==> config.mk <==
export PLATFORM = sky130hd
export DESIGN_NAME = dualmod_clkdiv
export DESIGN_NICKNAME = d
export VERILOG_FILES = /design/src/rtl/dmdiv_pkg.sv /design/src/rtl/dmdiv_phase_fsm.sv /design/src/rtl/dmdiv_period_ctr.sv /design/src/rtl/dmdiv_out_stage.sv /design/src/rtl/dualmod_clkdiv.sv
export SDC_FILE = /design/constraint.sdc
export NUM_CORES = 1
export LEC_CHECK = 0
export ABC_AREA = 1
export BUFFER_PORTS_ARGS = -buffer_cell sky130_fd_sc_hd__buf_2
export CAP_MARGIN = 20
export CORE_MARGIN = 2
export CORE_UTILIZATION = 55
export DETAILED_ROUTE_END_ITERATION = 12
export HOLD_SLACK_MARGIN = 0.08
export PLACE_DENSITY = 0.8
export SYNTH_ARGS = -nofsm -noshare
export SYNTH_HDL_FRONTEND = slang
export SYNTH_SLANG_ARGS = --single-unit
==> constraint.sdc <==
create_clock -name clk_ref -period 6.2 [get_ports clk_ref]
set_input_delay 1.24 -clock clk_ref [delete_from_list [all_inputs] [get_ports clk_ref]]
set_output_delay 1.24 -clock clk_ref [all_outputs]
set_load 0.02 [all_outputs]
==> src/rtl/dmdiv_pkg.sv <==
`timescale 1ns/1ps
package dmdiv_pkg;

    typedef enum logic [1:0] {
        PH_IDLE  = 2'd0,
        PH_RUN_A = 2'd1,
        PH_RUN_B = 2'd2
    } phase_e;

endpackage

==> src/rtl/dmdiv_phase_fsm.sv <==
`timescale 1ns/1ps
module dmdiv_phase_fsm
    import dmdiv_pkg::*;
#(
    parameter int FLD_W = 12
) (
    input  logic             clk,
    input  logic             rst_n,
    input  logic             en,
    input  logic             dual,
    input  logic [FLD_W-1:0] rep_a,
    input  logic [FLD_W-1:0] rep_b,
    input  logic             wrap,
    output phase_e           state_q,
    output logic             start,
    output logic             sel_b,
    output logic             active
);

    phase_e           state_d;
    logic [FLD_W-1:0] rep_q;
    logic [FLD_W-1:0] rep_d;

    // state register
    always_ff @(posedge clk or negedge rst_n) begin
        if (!rst_n) begin
            state_q <= PH_IDLE;
            rep_q   <= '0;
        end else begin
            state_q <= state_d;
            rep_q   <= rep_d;
        end
    end

    // next-state logic: decisions are made only at a period boundary
    always_comb begin
        state_d = state_q;
        rep_d   = rep_q;
        start   = 1'b0;
        if (!en) begin
            state_d = PH_IDLE;
            rep_d   = '0;
        end else begin
            unique case (state_q)
                PH_IDLE: begin
                    state_d = PH_RUN_A;
                    rep_d   = '0;
                    start   = 1'b1;
                end
                PH_RUN_A: begin
                    if (wrap) begin
                        start = 1'b1;
                        if (dual && (rep_q >= rep_a)) begin
                            state_d = PH_RUN_B;
                            rep_d   = '0;
                        end else if (dual) begin
                            rep_d = FLD_W'(rep_q + 1'b1);
                        end else begin
                            rep_d = '0;
                        end
                    end
                end
                PH_RUN_B: begin
                    if (wrap) begin
                        start = 1'b1;
                        if (!dual || (rep_q >= rep_b)) begin
                            state_d = PH_RUN_A;
                            rep_d   = '0;
                        end else begin
                            rep_d = FLD_W'(rep_q + 1'b1);
                        end
                    end
                end
                default: begin
                    state_d = PH_IDLE;
                    rep_d   = '0;
                end
            endcase
        end
    end

    // outputs
    always_comb begin
        active = (state_q != PH_IDLE);
        sel_b  = (state_d == PH_RUN_B);
    end

endmodule

==> src/rtl/dmdiv_period_ctr.sv <==
`timescale 1ns/1ps
module dmdiv_period_ctr #(
    parameter int CNT_W = 13
) (
    input  logic             clk,
    input  logic             rst_n,
    input  logic             en,
    input  logic             start,
    input  logic [CNT_W-1:0] load_n,
    output logic [CNT_W-1:0] cnt_q,
    output logic [CNT_W-1:0] cur_n_q,
    output logic             wrap
);

    localparam logic [CNT_W-1:0] ONE = CNT_W'(1);

    always_ff @(posedge clk or negedge rst_n) begin
        if (!rst_n) begin
            cnt_q   <= '0;
            cur_n_q <= ONE;
        end else if (!en) begin
            cnt_q   <= '0;
        end else if (start) begin
            cnt_q   <= '0;
            cur_n_q <= load_n;
        end else begin
            cnt_q   <= CNT_W'(cnt_q + 1'b1);
        end
    end

    always_comb begin
        wrap = (cnt_q == CNT_W'(cur_n_q - ONE));
    end

endmodule

==> src/rtl/dmdiv_out_stage.sv <==
`timescale 1ns/1ps
module dmdiv_out_stage #(
    parameter int CNT_W = 13
) (
    input  logic             clk_ref,
    input  logic             active,
    input  logic [CNT_W-1:0] cnt,
    input  logic [CNT_W-1:0] cur_n,
    output logic             clk_out,
    output logic             period_stb
);

    logic [CNT_W-1:0] half_n;
    logic             bypass;

    always_comb begin
        half_n     = cur_n >> 1;
        bypass     = (cur_n == CNT_W'(1));
        period_stb = active && (cnt == '0);
        if (!active)
            clk_out = 1'b0;
        else if (bypass)
            clk_out = clk_ref;
        else
            clk_out = (cnt < half_n);
    end

endmodule

==> src/rtl/dualmod_clkdiv.sv <==
`timescale 1ns/1ps
module dualmod_clkdiv
    import dmdiv_pkg::*;
#(
    parameter int FLD_W = 12
) (
    input  logic             clk_ref,
    input  logic             rst_n,
    input  logic             en,
    input  logic             dual_mode,
    input  logic [FLD_W-1:0] div_a_fld,
    input  logic [FLD_W-1:0] rep_a_fld,
    input  logic [FLD_W-1:0] div_b_fld,
    input  logic [FLD_W-1:0] rep_b_fld,
    output logic             clk_out,
    output logic             period_stb
);

    localparam int CNT_W = FLD_W + 1;

    phase_e           phase_q;
    logic             start;
    logic             sel_b;
    logic             active;
    logic             wrap;
    logic [CNT_W-1:0] cnt;
    logic [CNT_W-1:0] cur_n;
    logic [CNT_W-1:0] load_n;

    // decode the chosen divisor field (value minus one) into a cycle count
    always_comb begin
        if (sel_b)
            load_n = {1'b0, div_b_fld} + 1'b1;
        else
            load_n = {1'b0, div_a_fld} + 1'b1;
    end

    dmdiv_phase_fsm #(.FLD_W(FLD_W)) u_fsm (
        .clk     (clk_ref),
        .rst_n   (rst_n),
        .en      (en),
        .dual    (dual_mode),
        .rep_a   (rep_a_fld),
        .rep_b   (rep_b_fld),
        .wrap    (wrap),
        .state_q (phase_q),
        .start   (start),
        .sel_b   (sel_b),
        .active  (active)
    );

    dmdiv_period_ctr #(.CNT_W(CNT_W)) u_ctr (
        .clk     (clk_ref),
        .rst_n   (rst_n),
        .en      (en),
        .start   (start),
        .load_n  (load_n),
        .cnt_q   (cnt),
        .cur_n_q (cur_n),
        .wrap    (wrap)
    );

    dmdiv_out_stage #(.CNT_W(CNT_W)) u_out (
        .clk_ref    (clk_ref),
        .active     (active),
        .cnt        (cnt),
        .cur_n      (cur_n),
        .clk_out    (clk_out),
        .period_stb (period_stb)
    );

endmodule

==> impl_metrics.py <==
metrics = {
    "status": {
        "status": "finished, final reports clean",
    },
    "floorplan": {
        "die_h_um": 88.7,
        "start_util": 0.574,
        "row_count": 30,
        "io_pins": 54,
        "core_um2": 6870,
        "fp.dieW_um": 88.7,
        "die-area_um2": 7860,
    },
    "sta": {
        "fin_skew_ns": 0.00531,
        "rsz0062_at_grt": "false",
        "hold_viol_final": 0,
        "slew_viol_final": 0,
        "worst_pin_slew_ns": 0.924,
        "slew_headroom": 0.384,
        "setup_viol": 0,
        "setup_tns_ns": 0,
    },
    "final_layout": {
        "nets": 736,
        "fin_util": 0.646,
        "layout_common_cells": "nand2_1, inv_1, nor2_1, buf_2, nand3_1",
        "area_growth_pct": 12.6,
        "drive_gt1_frac": 0.147,
        "diodes": 0,
        "postLayoutCellArea_um2": 4440,
        "final_common_cell": "nand2_1",
    },
    "cts": {
        "clkTransAtPathRegs_ns": 0.08,
        "ctsResizeCount": 0,
        "cts_tree": "done",
        "postCtsHoldBufs": 0,
        "clk_latency_ns": 0.40,
        "post_cts_buffers": 0,
    },
    "global_route": {
        "track_usage": 0.257,
        "use_met3": 0.0578,
        "grt_pass1_wl_um": 15800,
        "busiest_layer": "met2",
        "grt.met2_usage": 0.431,
        "grt_max_degree": 41,
        "first_global_vias": 3703,
        "grt.overflow.total": 0,
        "antenna_found_initial": 0,
        "use_met1": 0.326,
    },
    "routing": {
        "dr.pass1.iters": 5,
        "vias": 3929,
        "viasPerCell": 5.34,
        "drc": 0,
        "final_antenna_net_count": 0,
        "wl_um": 9300,
        "drt_iter0_drc": 218,
        "avgRoutedWirePerCell_um": 12.6,
    },
    "yosys": {
        "synth.largest_area_cell": "dfrtp_1",
        "ys_ff_latch": 40,
        "ys_warn_count": 0,
        "syn_area_um2": 3940,
        "ys_seq_area_frac": 0.254,
        "syn_inst": 582,
        "syn-num-nets": 679,
        "synth_top_area_frac": 0.248,
        "ys_types": 37,
        "synthTopCellsByArea": "dfrtp_1, ha_1, nand2_1",
        "avgSynthCellArea_um2": 6.77,
    },
    "setup_path": {
        "r2r_start": "u_ctr.cur_n_q[0]",
        "r2r_setup_slack_ns": 2.61,
        "worstSetupStartpointType": "clock port",
        "cp_data_arrival_time_ns": 3.61,
        "r2r_cells": 24,
        "endpoint_kind": "primary output",
        "criticalPathCategory": "clk2out",
        "r2r-end": "u_ctr.cur_n_q[6]",
        "worstSetupStartpoint": "clk_ref",
        "required_ns": 4.96,
        "endpoint": "clk_out",
        "cp_max_fo": 2,
    },
    "placed_design": {
        "port_buffers": 53,
        "gp_congestion": 0.934,
        "placed_cell_area_um2": 4290,
        "dp.final_hpwl_um": 7520,
    },
    "power": {
        "p_switching_uw": 247,
        "clkPwrFrac": 0.360,
        "p_int_uw": 504,
        "max-vdd-ir-drop_v": 0.000108,
        "swShare": 0.328,
        "p_seq_frac": 0.389,
        "combPwrFrac": 0.251,
        "power_leakage_nw": 2.33,
        "power.density_nw_per_um2": 169,
    },
    "worst_hold_path": {
        "hold_class": "reg2reg",
        "hold_depth": 1,
    },
    "flow_run": {
        "drv_cap": 0,
    },
}
==> synthesized netlist by cell type <==
master / count
nand2_1: 142
inv_1: 92
nor2_1: 53
nand3_1: 47
ha_1: 45
dfrtp_1: 39
a21oi_1: 19
o21ai_0: 19
xor2_1: 18
o21ai_1: 13
o22ai_1: 11
nand2_2: 9
nand4_1: 9
nor2_4: 8
nor3_1: 7
nor4_1: 5
o21bai_1: 5
clkinv_1: 4
inv_2: 4
nor2_2: 4
o21a_1: 4
xnor2_1: 4
buf_2: 3
a31oi_1: 2
nand2_4: 2
nand3_2: 2
nor3b_1: 2
a2111oi_0: 1
a211oi_1: 1
a211oi_2: 1
a21boi_0: 1
and2_1: 1
and3_1: 1
buf_4: 1
buf_6: 1
clkbuf_1: 1
dfstp_2: 1
==> worst max-delay path: stages <==
cell and delay [ns]:
clkbuf_8 0.11, clkbuf_8 0.12, nand2_1 0.06, a21oi_1 0.06
buf_2 0.16
==> logic make-up after synthesis <==
kind of cell / after synthesis / synth area share
AO/OA/AOI/OAI: 77 / 0.112
AND/OR/NAND/NOR: 292 / 0.338
adder cells (fa/ha/maj): 45 / 0.143
flip-flops: 40 / 0.254
XOR/XNOR: 22 / 0.0489
buffers and inverters: 106 / 0.105
==> final cells by class <==
class                   instances  area (um2)
multi-input cells             436        2530
fillers                       609        2430
flip-flops and latches         40        1000
inverters                     100         375
repair buffers                 52         260
well taps                      96         120
clock buffers                  10         119
clock inverters                 2        35.0
==> power groups by stage <==
| stage | clock [mW] | combinational [mW] | sequential (mW) |
|---|---|---|---|
| 4_1_cts | 0.277 | 0.189 | 0.292 |
| 3_3_place_gp | 0.00142 | 0.181 | 0.297 |
| 3_5_place_dp | 0.00142 | 0.187 | 0.297 |
| 2_1_floorplan | 0.000979 | 0.136 | 0.292 |
| 6_report | 0.271 | 0.188 | 0.292 |
| 5_1_grt | 0.290 | 0.217 | 0.294 |
==> registers in the layout, indices dropped and copies added (netlist names) <==
name	count
u_ctr.cnt_q	13
u_ctr.cur_n_q	13
u_fsm.rep_q	12
u_fsm.state_q	2
==> metrics by stage <==
step / setup slack (ns) / hold WS (ns) / power, mW / std cells
floorplan: 1.67 / 0.473 / 0.429 / 582
global placement: 1.61 / 0.495 / 0.479 / 725
detailed placement: 1.61 / 0.496 / 0.486 / 725
CTS: 1.33 / 0.508 / 0.757 / 736
global route: 1.31 / 0.532 / 0.802 / 736
finish: 1.35 / 0.505 / 0.751 / 736
==> worst min path at each step <==
stage                              start        endpoint  slack, ns
final                     u_ctr.cnt_q[0]  u_ctr.cnt_q[0]       0.50
after global routing      u_ctr.cnt_q[0]  u_ctr.cnt_q[0]       0.53
after CTS                 u_ctr.cnt_q[0]  u_ctr.cnt_q[0]       0.51
after detailed placement  u_ctr.cnt_q[0]  u_ctr.cnt_q[0]       0.50
after global placement    u_ctr.cnt_q[0]  u_ctr.cnt_q[0]       0.50
after floorplan           u_ctr.cnt_q[0]  u_ctr.cnt_q[0]       0.47
==> per-layer routing <==
| layer | share of wire | vias up |
|---|---|---|
| met5 | 0 | - |
| met4 | 0.017 | 0 |
| met3 | 0.057 | 16 |
| met2 | 0.48 | 112 |
| met1 | 0.44 | 1809 |
| li1 | - | 1992 |
Power figures use the tool's default switching activity.
